$ cat config.mk
export PLATFORM = sky130hd
export DESIGN_NAME = dstore_unit
export DESIGN_NICKNAME = d
export VERILOG_FILES = /design/src/rtl/dstore_pkg.sv /design/src/rtl/dstore_shortmap.sv /design/src/rtl/dstore_decode.sv /design/src/rtl/dstore_seq.sv /design/src/rtl/dstore_unit.sv
export SDC_FILE = /design/constraint.sdc
export NUM_CORES = 1
export LEC_CHECK = 0
export ABC_AREA = 1
export BUFFER_PORTS_ARGS = -buffer_cell sky130_fd_sc_hd__buf_2
export CAP_MARGIN = 20
export CELL_PAD_IN_SITES_DETAIL_PLACEMENT = 0
export CELL_PAD_IN_SITES_GLOBAL_PLACEMENT = 2
export CORE_UTILIZATION = 26
export DETAILED_ROUTE_END_ITERATION = 6
export GPL_ROUTABILITY_DRIVEN = 0
export PLACE_DENSITY = 0.87
export SYNTH_ARGS = -nofsm -noshare
export SYNTH_HDL_FRONTEND = slang
export SYNTH_HIERARCHICAL = 1
export SYNTH_SLANG_ARGS = --single-unit
$ cat constraint.sdc
create_clock -name clk -period 3.7 [get_ports clk]
set_input_delay 0.37 -clock clk [delete_from_list [all_inputs] [get_ports clk]]
set_output_delay 0.37 -clock clk [all_outputs]
set_load 0.05 [all_outputs]
$ cat src/rtl/dstore_pkg.sv
package dstore_pkg;
   localparam int WORD_W  = 16;
   localparam int REG_W   = 5;
   localparam int SADDR_W = 8;

   typedef enum logic [1:0] {
      OP_NONE  = 2'd0,
      OP_LONG  = 2'd1,
      OP_SHORT = 2'd2
   } op_kind_t;

   typedef enum logic {
      SEQ_IDLE = 1'b0,
      SEQ_ADDR = 1'b1
   } seq_state_t;

   typedef struct packed {
      op_kind_t                kind;
      logic [REG_W-1:0]        src;
      logic [SADDR_W-1:0]      saddr;
   } dec_t;
endpackage

$ cat src/rtl/dstore_shortmap.sv
module dstore_shortmap
   import dstore_pkg::*;
(
   input  logic [WORD_W-1:0]  word_i,
   output logic [SADDR_W-1:0] addr_o
);
   // 7-bit embedded address expanded into the 0x40..0xBF window
   assign addr_o = {~word_i[8], word_i[8], word_i[10:9], word_i[3:0]};
endmodule

$ cat src/rtl/dstore_decode.sv
module dstore_decode
   import dstore_pkg::*;
#(
   parameter bit SHORT_EN = 1'b1
)(
   input  logic [WORD_W-1:0] word_i,
   output dec_t              dec_o
);
   logic is_long;
   assign is_long = (word_i[15:9] == 7'b1001001) && (word_i[3:0] == 4'b0000);

   generate
      if (SHORT_EN) begin : g_short
         logic [SADDR_W-1:0] smap;
         logic               is_short;

         dstore_shortmap u_map (
            .word_i (word_i),
            .addr_o (smap)
         );

         assign is_short = (word_i[15:11] == 5'b10101);

         always_comb begin
            dec_o.saddr = smap;
            if (is_long) begin
               dec_o.kind = OP_LONG;
               dec_o.src  = word_i[8:4];
            end else if (is_short) begin
               dec_o.kind = OP_SHORT;
               dec_o.src  = {1'b1, word_i[7:4]};
            end else begin
               dec_o.kind = OP_NONE;
               dec_o.src  = '0;
            end
         end
      end else begin : g_long_only
         always_comb begin
            dec_o.saddr = '0;
            if (is_long) begin
               dec_o.kind = OP_LONG;
               dec_o.src  = word_i[8:4];
            end else begin
               dec_o.kind = OP_NONE;
               dec_o.src  = '0;
            end
         end
      end
   endgenerate
endmodule

$ cat src/rtl/dstore_seq.sv
module dstore_seq
   import dstore_pkg::*;
#(
   parameter int DATA_W = 8,
   parameter int EXT_W  = 8
)(
   input  logic                    clk,
   input  logic                    rst_n,
   input  logic                    flush_i,
   input  logic                    valid_i,
   input  logic [WORD_W-1:0]       word_i,
   input  dec_t                    dec_i,
   input  logic [EXT_W-1:0]        ext_i,
   input  logic [DATA_W-1:0]       rf_data_i,
   output logic [REG_W-1:0]        rf_idx_o,
   output logic                    wr_en_o,
   output logic [WORD_W+EXT_W-1:0] wr_addr_o,
   output logic [DATA_W-1:0]       wr_data_o,
   output logic [1:0]              pc_step_o
);
   localparam int OUT_AW = WORD_W + EXT_W;
   localparam int PAD_W  = OUT_AW - SADDR_W;

   seq_state_t       state;
   logic [REG_W-1:0] src_q;
   logic             take;

   assign take     = valid_i && !flush_i;
   assign rf_idx_o = (state == SEQ_ADDR) ? src_q : dec_i.src;

   always_ff @(posedge clk) begin
      if (!rst_n) begin
         state     <= SEQ_IDLE;
         src_q     <= '0;
         wr_en_o   <= 1'b0;
         wr_addr_o <= '0;
         wr_data_o <= '0;
         pc_step_o <= 2'd0;
      end else begin
         wr_en_o   <= 1'b0;
         pc_step_o <= 2'd0;
         case (state)
            SEQ_IDLE: begin
               if (take) begin
                  if (dec_i.kind == OP_LONG) begin
                     state <= SEQ_ADDR;
                     src_q <= dec_i.src;
                  end else if (dec_i.kind == OP_SHORT) begin
                     wr_en_o   <= 1'b1;
                     wr_addr_o <= {{PAD_W{1'b0}}, dec_i.saddr};
                     wr_data_o <= rf_data_i;
                     pc_step_o <= 2'd1;
                  end
               end
            end
            SEQ_ADDR: begin
               if (flush_i) begin
                  state <= SEQ_IDLE;
               end else if (valid_i) begin
                  state     <= SEQ_IDLE;
                  wr_en_o   <= 1'b1;
                  wr_addr_o <= {ext_i, word_i};
                  wr_data_o <= rf_data_i;
                  pc_step_o <= 2'd2;
               end
            end
            default: state <= SEQ_IDLE;
         endcase
      end
   end

   AST_WAIT_HOLD: assert property (@(posedge clk) disable iff (!rst_n)
      (state == SEQ_ADDR && !valid_i && !flush_i) |=> (state == SEQ_ADDR && !wr_en_o));

   AST_FLUSH_DROP: assert property (@(posedge clk) disable iff (!rst_n)
      flush_i |=> !wr_en_o);

   AST_LONG_AFTER_WAIT: assert property (@(posedge clk) disable iff (!rst_n)
      (wr_en_o && pc_step_o == 2'd2) |-> $past(state == SEQ_ADDR));

   AST_OPCODE_NO_WRITE: assert property (@(posedge clk) disable iff (!rst_n)
      (state == SEQ_IDLE && valid_i && dec_i.kind == OP_LONG) |=> (!wr_en_o && pc_step_o == 2'd0));
endmodule

$ cat src/rtl/dstore_unit.sv
module dstore_unit
   import dstore_pkg::*;
#(
   parameter int DATA_W   = 8,
   parameter int EXT_W    = 8,
   parameter bit SHORT_EN = 1'b1
)(
   input  logic                    clk,
   input  logic                    rst_n,
   input  logic                    flush,
   input  logic                    ins_valid,
   input  logic [15:0]             ins_word,
   input  logic [EXT_W-1:0]        ext_byte,
   output logic [4:0]              rf_rd_idx,
   input  logic [DATA_W-1:0]       rf_rd_data,
   output logic                    wr_en,
   output logic [16+EXT_W-1:0]     wr_addr,
   output logic [DATA_W-1:0]       wr_data,
   output logic [1:0]              pc_step
);
   generate
      if (DATA_W < 1) begin : g_bad_data
         $error("dstore_unit: DATA_W must be at least 1");
      end
      if (EXT_W < 1) begin : g_bad_ext
         $error("dstore_unit: EXT_W must be at least 1");
      end
   endgenerate

   dec_t dec;

   dstore_decode #(
      .SHORT_EN (SHORT_EN)
   ) u_dec (
      .word_i (ins_word),
      .dec_o  (dec)
   );

   dstore_seq #(
      .DATA_W (DATA_W),
      .EXT_W  (EXT_W)
   ) u_seq (
      .clk       (clk),
      .rst_n     (rst_n),
      .flush_i   (flush),
      .valid_i   (ins_valid),
      .word_i    (ins_word),
      .dec_i     (dec),
      .ext_i     (ext_byte),
      .rf_data_i (rf_rd_data),
      .rf_idx_o  (rf_rd_idx),
      .wr_en_o   (wr_en),
      .wr_addr_o (wr_addr),
      .wr_data_o (wr_data),
      .pc_step_o (pc_step)
   );

   AST_SHORT_WINDOW: assert property (@(posedge clk) disable iff (!rst_n)
      (wr_en && pc_step == 2'd1) |-> (wr_addr >= 'h40 && wr_addr <= 'hBF));

   AST_SHORT_UPPER_REG: assert property (@(posedge clk) disable iff (!rst_n)
      (wr_en && pc_step == 2'd1) |-> $past(rf_rd_idx[4]));

   AST_STEP_NEEDS_WRITE: assert property (@(posedge clk) disable iff (!rst_n)
      (pc_step != 2'd0) |-> wr_en);
endmodule

Word-level counts from Yosys, hierarchy flattened
Cells that the tools add are included.
Widths: inputs -> output; s select.
{"block": "totals", "regBits": 41}
{"block": "op_classes", "n_eq_ne": 9, "n_mux": 32, "bitwise": 2, "n_reduce_logical": 6}
{"operator": "$mux 24", "n": 5}
{"operator": "$pmux 24 s2", "n": 1}
{"operator": "$mux 8", "n": 5}
{"operator": "$pmux 8 s2", "n": 1}
{"operator": "$mux 7", "n": 2}
{"operator": "$mux 1", "n": 10}
{"operator": "$mux 2", "n": 4}
{"operator": "$eq 7x7->1 const B", "n": 1}
{"operator": "$ne 2x2->1 const B", "n": 3}
{"operator": "$eq 5x5->1 const B", "n": 1}
{"operator": "$mux 5", "n": 1}
{"operator": "$reduce_and 5->1", "n": 1}
{"operator": "$logic_not 4->1", "n": 1}
{"operator": "$ne 2x1->1 const B", "n": 2}
{"operator": "$pmux 1 s2", "n": 2}
{"operator": "$pmux 2 s2", "n": 1}
{"operator": "$reduce_and 3->1", "n": 1}
{"operator": "$eq 2x1->1 const B", "n": 1}
{"operator": "$eq 2x2->1 const B", "n": 1}
{"operator": "$logic_and 1x1->1", "n": 2}
{"operator": "$not 1->1", "n": 2}
{"operator": "$logic_not 1->1", "n": 1}

Depth between registers and ports, before layout
Gate-level depths: netlist of the first run.
{"block": "logic_depth", "ltp_word": 8, "ltp_mapped": 13, "depth_no_buf": 11}

Cells and area by module
The synthesis of the first run kept the hierarchy.
{"module": "dstore_seq", "n_inst": 1, "cells_per_inst": 263, "area_each_um2": 1734.2, "seq_area_each_um2": 820.8}
{"module": "dstore_decode", "n_inst": 1, "cells_per_inst": 41, "area_each_um2": 192.7, "seq_area_each_um2": 0.0}
{"module": "dstore_shortmap", "n_inst": 1, "cells_per_inst": 8, "area_each_um2": 56.3, "seq_area_each_um2": 0.0}

Worst setup path before layout of the first run
Ideal clock, no wire load.
{"block": "synth_path", "kind": "input port to output port", "start": "input ins_word[14]", "end": "output rf_rd_idx[4]", "arrival_ns": 1.928, "setup_slack_ns": 1.402, "cell_stages": 7, "path_cell_list": "inv_1 -> nand3_1 -> nor2_4 -> nand3_1 -> nand2_1 -> inv_1 -> o21ai_0"}
{"element": "from (decl)", "line_no": "dstore_unit.sv:12", "rtl": "input logic [15:0] ins_word,"}
{"element": "to (decl)", "line_no": "dstore_unit.sv:14", "rtl": "output logic [4:0] rf_rd_idx,"}

==> impl_metrics.ini, run 1 <==
[status]
status = completed

[power_and_ir_drop]
vdd_drop_max_v = 0.0001174
clockPowerShare_pct = 37.0
netSwitchingPower_mw = 0.1911
p_per_area_mw_per_mm2 = 330.0
leakage_nw = 1.404
p_sw_share_pct = 23.79
pwr-share-comb_pct = 7.9
total_power_mw = 0.8036
seq_power_share_pct = 55.1
p_int_mw = 0.6124

[synthesis]
synth.distinct_cells = 16
synth_area_leaders = dfxtp_1, nand2_1, nor2_1, nand3_1, inv_1
synth_seq_cells = 41
ys_seq_area_share_pct = 41.39
netlist_area_mm2 = 0.001983
syn_area_per_cell_um2 = 6.356
yosys.area.top_type = dfxtp_1
yosysWarnings = 6
synth_top_area_share_pct = 41.39
synth_cells = 312
syn_nets = 348

[cts]
cts_tree = yes
cts_setup_buffers = 0
clock_path_buffers = 2
postCtsHoldBufs = 0
htreeDepth = 2
cts.sinks = 41
clock_latency_ns = 0.29
ctsResizeCount = 0
cts_buffers = 5
cts-root-buf = clkbuf_8
clk_pin_slew_ns = 0.08

[timing]
tns_ns = 0
hold_viol = 0
setup_viol = 0
fmax_mhz = 528.6
skew_ns = 0.002117
period_needed_ns = 1.892
worstMarginPinSlew_ns = 0.8622
relSlewSlack_pct = 42.31
rsz0062_at_grt = false
min_period_over_period_pct = 51.12
slew_violations = 0

[floorplan]
fp-row-count = 31
dieArea_mm2 = 0.007981
core_area_mm2 = 0.007331
io_pins = 76
start_util_pct = 27.05
die_w_um = 89.34
fp.dieH_um = 89.34

[detailed_routing]
avgViaCountPerCell = 4.044
drc_errors = 0
dr.pass1.iters = 4
avgRoutedWirePerCell_um = 10.53
ant_nets = 0
drtIter0Drc = 130
routed_wl_um = 4979
vias = 1913

[placement]
hpwl_um = 3606
numPortBuffers = 75
postPlaceCellArea_mm2 = 0.002349

[run]
drv_cap = 0

[setup_path]
rrSetupSlack_ns = 2.02
crit_top_cell = nand2_1
cp.required_ns = 3.88
ff2ff_path_depth = 6
regToRegStartpoint = u_seq/state
critPathMaxFanout = 49
crit_path_end_kind = flip-flop
crit_slowest_cell = nand2_2
path_cells = buf_2 > nor2_2 > nand3_1 > nor3_1 > inv_1 > nand2_1 > nand2_1 > nand2_2 > nand2_1 > nand2_1 > nor2_1
cp-start-kind = input pin
r2r_end = u_seq/wr_data_o[0]
crit_family = simple AND/OR/NAND/NOR gates
worstSetupPathType = input pin to flip-flop
path_buf_inv = 2
cp.arrival_ns = 2.07
cpPeakStageDelay_ns = 0.63

[cells_and_area]
area.sequential_um2 = 820.8
layout.nets = 410
drive_gt1_share_pct = 24.87
multi_input_area_um2 = 870.8
post-route-util_pct = 33.21
fillCellCount = 814
area_growth_pct = 22.78
antenna_cells = 0
final_area_mm2 = 0.002435

[min_path]
hold_end = u_seq/wr_addr_o[23]
hp-class = input pin to flip-flop
hp-start = ext_byte[7]
min_path_cells = 3

[grt]
groute.usage.overall_pct = 13.70
grt_max_degree = 50
first_global_vias = 1822
antenna_found_initial = 0
grt_remaining_overflow = 0
grt_pass1_wl_um = 8480
-- registers in the layout, summed over array words and instances, names as in the netlist --
name             count
u_seq/wr_addr_o     24
u_seq/wr_data_o      8
u_seq/src_q          5
u_seq/pc_step_o      2
u_seq/state          1
u_seq/wr_en_o        1
-- cells in the final DEF (no fill, tap or decap), drive strengths merged --
cell type	synthesis	routed
nand2	118	118
buf	20	76
nor2	53	53
dfxtp	41	41
inv	40	40
nand3	30	30
clkbuf	1	7
o21ai	5	5
nor3	3	3
nand4	1	1
-- cell type report --
| type | count | area share, % |
|---|---|---|
| well taps | 99 | 5.087 |
| repair buffers | 76 | 15.72 |
| clock buffers | 7 | 3.546 |
| inverters | 40 | 6.166 |
| flip-flops and latches | 41 | 33.71 |
| multi-input cells | 210 | 35.77 |
-- per-layer routing --
layer / global-route usage (%) / vias to the layer above / share of wire (%)
met4: 4.329 / 0 / 1.3
li1: - / 1040 / -
met1: 17.82 / 811 / 49
met3: 6.002 / 6 / 9.8
met2: 20.33 / 56 / 40
met5: 0 / - / 0
-- per-stage QoR --
stage	hold slack, ns	cells	worst slack [ns]
3_3_place_gp	0.4573	466	1.501
6_report	0.2646	473	1.808
2_1_floorplan	0.4549	312	1.402
5_1_grt	0.2680	473	1.424
4_1_cts	0.2536	473	1.759
3_5_place_dp	0.4624	466	1.460
-- how the worst max path moves through the flow --
stage | endpoint | depth (start not counted) | startpoint
final | u_seq/wr_data_o[0] | 11 | ins_word[10]
after global routing | u_seq/wr_data_o[0] | 12 | ins_word[12]
after CTS | u_seq/wr_data_o[0] | 11 | ins_word[10]
after global placement | u_seq/wr_addr_o[5] | 11 | ins_word[11]
after floorplan | rf_rd_idx[4] | 7 | ins_word[14]
after detailed placement | u_seq/wr_data_o[0] | 11 | ins_word[10]
-- cells by family (layout without fill, tap and decap cells) --
logic type             count (synthesis)  count (layout)  share of synthesized area (%)
AND/OR/NAND/NOR                      205             205                          42.65
buffers and inverters                 61             123                          14.70
flip-flops                            41              41                          41.39
AO/OA/AOI/OAI                          5               5                          1.262
-- power groups by stage --
stage	clock, mW	combinational (mW)	sequential, mW
2_1_floorplan	0	0.0334	0.458
3_3_place_gp	0	0.0645	0.453
3_5_place_dp	0	0.0644	0.453
4_1_cts	0.310	0.0646	0.443
5_1_grt	0.330	0.0726	0.443
6_report	0.297	0.0637	0.443
-- cells in the mapped netlist --
| cell | instances |
|---|---|
| nand3_1 | 30 |
| clkbuf_1 | 1 |
| nor3_1 | 3 |
| nand4_1 | 1 |
| o21ai_0 | 5 |
| nor2_1 | 48 |
| nor2_2 | 2 |
| inv_1 | 36 |
| nand2_2 | 2 |
| nand2_1 | 116 |
| buf_6 | 2 |
| buf_2 | 8 |
| inv_2 | 4 |
| nor2_4 | 3 |
| buf_4 | 10 |
| dfxtp_1 | 41 |
-- worst min-delay path: cells and delay by family --
| kind | cells | cell delay, ns |
|---|---|---|
| and+or+nand+nor | 2 | 0.08 |
| buffers and inverters | 1 | 0.07 |
No activity file was read; power rests on OpenSTA's default activity.
==> run 2, diff against run 1 <==
- ABC_AREA: 1 -> 0
- CORE_UTILIZATION: 26 -> 28
- PLACE_DENSITY: 0.87 -> 0.83
- clock period: 3.7 -> 1.8 ns (I/O delays scaled with it)
==> run 2 against run 1 <==
Compared with the run above: non-clock buffer count up 8; combinational power grew 120%; total power increased by 100%; routed wire length fell by 14%; die area shrank 12%; critical path type is now input pin to output pin; critical endpoint is now rf_rd_idx[1]; largest cell class unchanged.
==> impl_metrics.ini, run 2 <==
[run]
drv_cap = 0

[detailed_routing]
avgViaCountPerCell = 4.521
ant_nets = 0
dr.pass1.iters = 4
drc_errors = 0
routed_wl_um = 4284
avgRoutedWirePerCell_um = 12.98
drtIter0Drc = 40
vias = 1492

[synthesis]
synth_top_area_share_pct = 44.03
synth_seq_cells = 41
synth_area_leaders = dfxtp_1, mux2i_1, nand2_1, a22o_1, mux2_1
netlist_area_mm2 = 0.001864
yosysMostFrequentCell = nand2_1
syn_nets = 218
yosysWarnings = 6
synth_cells = 182
synth.distinct_cells = 31
synth_edf_count = 0
synth_common_cells = nand2_1, dfxtp_1, mux2i_1, a22o_1, buf_4
yosys.area.top_type = dfxtp_1
async_reset_ff_share_pct = 0
synth_ff_type = dfxtp_1
syn_area_per_cell_um2 = 10.24
ys_seq_area_share_pct = 44.03

[setup_path]
cp.required_ns = 1.62
cpPeakStageDelay_ns = 0.30
crit_path_end_kind = output pin
crit_top_cell = buf_2
path_cells = buf_2 > nor4bb_1 > nand2_1 > a21boi_1 > mux2_1 > buf_2
worstSetupPathType = input pin to output pin
crit_slowest_cell = nor4bb_1
critPathMaxFanout = 6
cp-start-kind = input pin
cp.arrival_ns = 1.48

[cells_and_area]
multi_input_area_um2 = 858.3
largest_register_ffs = 24
fillCellCount = 665
regMostFlops = u_seq/wr_addr_o
antenna_cells = 0
area_growth_pct = 26.64
drive_gt1_share_pct = 41.90
area.sequential_um2 = 820.8
final_common_cell = buf_2
final_cell_mix = buf_2, nand2_1, dfxtp_1
largestRegisters = u_seq/wr_addr_o (24), u_seq/wr_data_o (8), u_seq/src_q (5)
layout.nets = 288

[cts]
htreeDepth = 2
cts_tree = yes
cts_setup_buffers = 0
clock_latency_ns = 0.29
clk_pin_slew_ns = 0.08
cts_buffers = 5
clock_path_buffers = 2
cts-root-buf = clkbuf_8
cts.sinks = 41
ctsResizeCount = 0
postCtsHoldBufs = 0

[grt]
grt_max_degree = 21
first_global_vias = 1435
grt_pass1_wl_um = 6996
groute.usage.overall_pct = 12.68
grt_remaining_overflow = 0
antenna_found_initial = 0

[timing]
skew_ns = 0.003863
setup_viol = 0
worstMarginPinSlew_ns = 0.2621
period_needed_ns = 1.659
min_period_over_period_pct = 92.15
slew_violations = 0
tns_ns = 0
relSlewSlack_pct = 82.29
holdWs_ns = 0.1030
hold_viol = 0
fmax_mhz = 602.9
rsz0062_at_grt = false

[power_and_ir_drop]
p_per_area_mw_per_mm2 = 696.3
leakage_nw = 1.224
vdd_drop_max_v = 0.0003419

[status]
status = completed

[min_path]
hp-class = input pin to flip-flop

[floorplan]
core_area_mm2 = 0.006386
dieArea_mm2 = 0.006988
die_w_um = 83.60
start_util_pct = 29.19
io_pins = 76
fp-row-count = 29
fp.dieH_um = 83.60

[placement]
numPortBuffers = 75
hpwl_um = 3152
run 2: cell types whose count changed after synthesis, sizes merged, moves of 16 or more:
cell / previous run / this run
nor2: 53 / 2
inv: 40 / 5
nand2: 118 / 43
mux2i: 0 / 21
a22o: 0 / 16
nand3: 30 / 1
run 2: worst paths after layout:
kind                            from                   to  slack, ns  cells past startpoint
setup / recovery        ins_word[14]         rf_rd_idx[1]       0.14                      6
hold / removal           ext_byte[3]  u_seq/wr_addr_o[19]       0.10                      2
setup reg to reg         u_seq/state  u_seq/wr_addr_o[10]       0.60                      5
hold reg to reg   u_seq/wr_data_o[1]   u_seq/wr_data_o[1]       0.46                      2
run 2: final cells by class:
class                      count  area share [%]
sequential                    41           34.76
clock inverter                 3          0.7419
multi-input combinational    115           36.35
clock buffer                   5           2.915
inverter                       5          0.7949
tap                           77           4.081
timing repair buffer          84           20.35
run 2: logic make-up after synthesis:
logic type,count (synthesis),synth area share [%]
muxes,34,19.13
AOI/OAI and AO/OA,24,11.34
and+or+nand+nor,57,15.57
buffers and inverters,26,9.931
DFF,41,44.03
run 2: power breakdown:
part	switching, mW	internal, mW
clock network	0.329	0.268
registers	0.000699	0.907
logic	0.0751	0.0635
run 2: per-stage QoR:
stage	cell area, µm²	util [%]	cells	worst slack [ns]	power, mW
2_1_floorplan	1864	-	182	0.3277	1.011
3_3_place_gp	2275	35.62	322	0.1414	1.070
3_5_place_dp	2275	35.62	322	0.1110	1.070
4_1_cts	2361	36.97	330	0.1434	1.674
5_1_grt	2361	36.97	330	0.03934	1.721
6_report	2361	36.97	330	0.1413	1.644
run 2: metal layers:
metal  part of all wire, %  wire length [µm]  global-route usage, %
met2                    43              1846                  19.29
met5                     0                 0                      0
met1                    50              2127                  17.10
met4                  0.93                40                  4.160
met3                   6.3               269                  3.759
run 2: critical path, delay by kind of cell:
family,cells,cell delay (ns)
AO/OA/AOI/OAI,1,0.25
buffers and inverters,2,0.37
multiplexers,1,0.16
AND/OR/NAND/NOR,2,0.52
==> run 3, diff against run 2 <==
- CORE_UTILIZATION: 28 -> 29
- CTS_BUF_LIST: default -> sky130_fd_sc_hd__clkbuf_8
- GPL_TIMING_DRIVEN: default -> 0
- PLACE_DENSITY: 0.83 -> 0.85
- clock period: 1.8 -> 1.9 ns (I/O delays scaled with it)
==> run 3 against run 2 <==
Compared with the run above: count of clock-buffer cells in the layout is the same; critical path depth is the same; register-to-register slack gained 0.07 ns; highest routed layer unchanged.
==> impl_metrics.ini, run 3 (synthesis gave the netlist of run 2 again) <==
[grt]
first_global_vias = 1430
groute.usage.overall_pct = 14.49
grt_max_degree = 14
grt_pass1_wl_um = 7148
antenna_found_initial = 0
grt_remaining_overflow = 0

[detailed_routing]
avgViaCountPerCell = 4.524
vias = 1538
drc_errors = 0
routed_wl_um = 4618
dr.pass1.iters = 4
ant_nets = 0
avgRoutedWirePerCell_um = 13.58
drtIter0Drc = 51

[floorplan]
die_w_um = 82.18
fp-row-count = 28
start_util_pct = 30.76
dieArea_mm2 = 0.006754
io_pins = 76
core_area_mm2 = 0.006061
fp.dieH_um = 82.18

[timing]
setup_ws_ns = 0.1668
rsz0062_at_grt = false
tns_ns = 0
min_period_over_period_pct = 91.22
hold_viol = 0
slew_violations = 0
skew_ns = 0.006670
relSlewSlack_pct = 63.32
period_needed_ns = 1.733
fmax_mhz = 577.0
setup_viol = 0
worstMarginPinSlew_ns = 0.5502

[cts]
clock_latency_ns = 0.29
clk_pin_slew_ns = 0.08
cts_buffers = 5
htreeDepth = 2
cts_setup_buffers = 0
cts.sinks = 41
cts-root-buf = clkbuf_8
postCtsHoldBufs = 0
ctsResizeCount = 0
cts_tree = yes
clock_path_buffers = 2

[cells_and_area]
antenna_cells = 0
area.sequential_um2 = 820.8
final_cells = 340
final_cell_mix = buf_2, nand2_1, dfxtp_1
area_growth_pct = 29.80
drive_gt1_share_pct = 43.02
layout.nets = 300
fillCellCount = 654
largest_register_ffs = 24
post-route-util_pct = 39.93
largestRegisters = u_seq/wr_addr_o (24), u_seq/wr_data_o (8), u_seq/src_q (5)
multi_input_area_um2 = 858.3
final_common_cell = buf_2
regMostFlops = u_seq/wr_addr_o

[setup_path]
worstSetupPathType = input pin to output pin
cp.required_ns = 1.71
crit_path_end_kind = output pin
critPathMaxFanout = 6
cp.arrival_ns = 1.54
cp-start-kind = input pin

[min_path]
hp-class = input pin to flip-flop

[placement]
dp.cells = 332
pre_cts_ws_ns = 0.01339
hpwl_um = 3358
numPortBuffers = 75

[power_and_ir_drop]
p_per_area_mw_per_mm2 = 650.4
vdd_drop_max_v = 0.0002954
total_power_mw = 1.574
leakage_nw = 1.263

[run]
drv_cap = 0

[status]
status = completed
run 3: changes by cell type in the layout (fill, tap and decap cells not counted), sizes merged:
cell / previous run / this run
clkbuf: 5 / 8
buf: 84 / 93
run 3: metal layers:
layer  wire length [µm]  track usage (%)
met1               2175            18.05
met2               2196            24.05
met3                218            3.626
met4                 26            5.263
met5                  0                0
run 3: path summary, 6_finish.rpt:
kind	start	cells past startpoint	to	slack, ns
max	ins_word[0]	6	rf_rd_idx[1]	0.17
min	ext_byte[3]	2	u_seq/wr_addr_o[19]	0.11
max reg2reg	u_seq/state	5	u_seq/wr_addr_o[6]	0.67
min reg2reg	u_seq/wr_addr_o[2]	2	u_seq/wr_addr_o[2]	0.46
run 3: per-stage QoR:
step                      cell area (µm²)  hold WS [ns]
after floorplan                      1864        0.3226
after global placement               2333        0.4077
after detailed placement             2333        0.4138
after CTS                            2420        0.1012
after global routing                 2420       0.09737
final                                2420        0.1074
run 3: final cells by class:
cell class                 count  share of cell area (%)
tap                           75                   3.878
clock inverter                 3                  0.7239
multi-input combinational    115                   35.47
timing repair buffer          75                   15.51
clock buffer                   5                   2.844
inverter                       5                  0.7756
sequential                    41                   33.92
buffer                        21                   6.877
run 3: where the power goes:
group / total [mW] / internal [mW] / switching, mW
Sequential: 0.860 / 0.860 / 0.000669
Combinational: 0.140 / 0.0650 / 0.0751
Clock: 0.573 / 0.254 / 0.319
Total: 1.57 / 1.18 / 0.395
run 3: worst max-delay path, stage by stage:
cell	delay [ns]
buf_2	0.13
nor4b_2	0.35
nand3_2	0.21
a21boi_1	0.25
mux2_1	0.16
buf_2	0.25
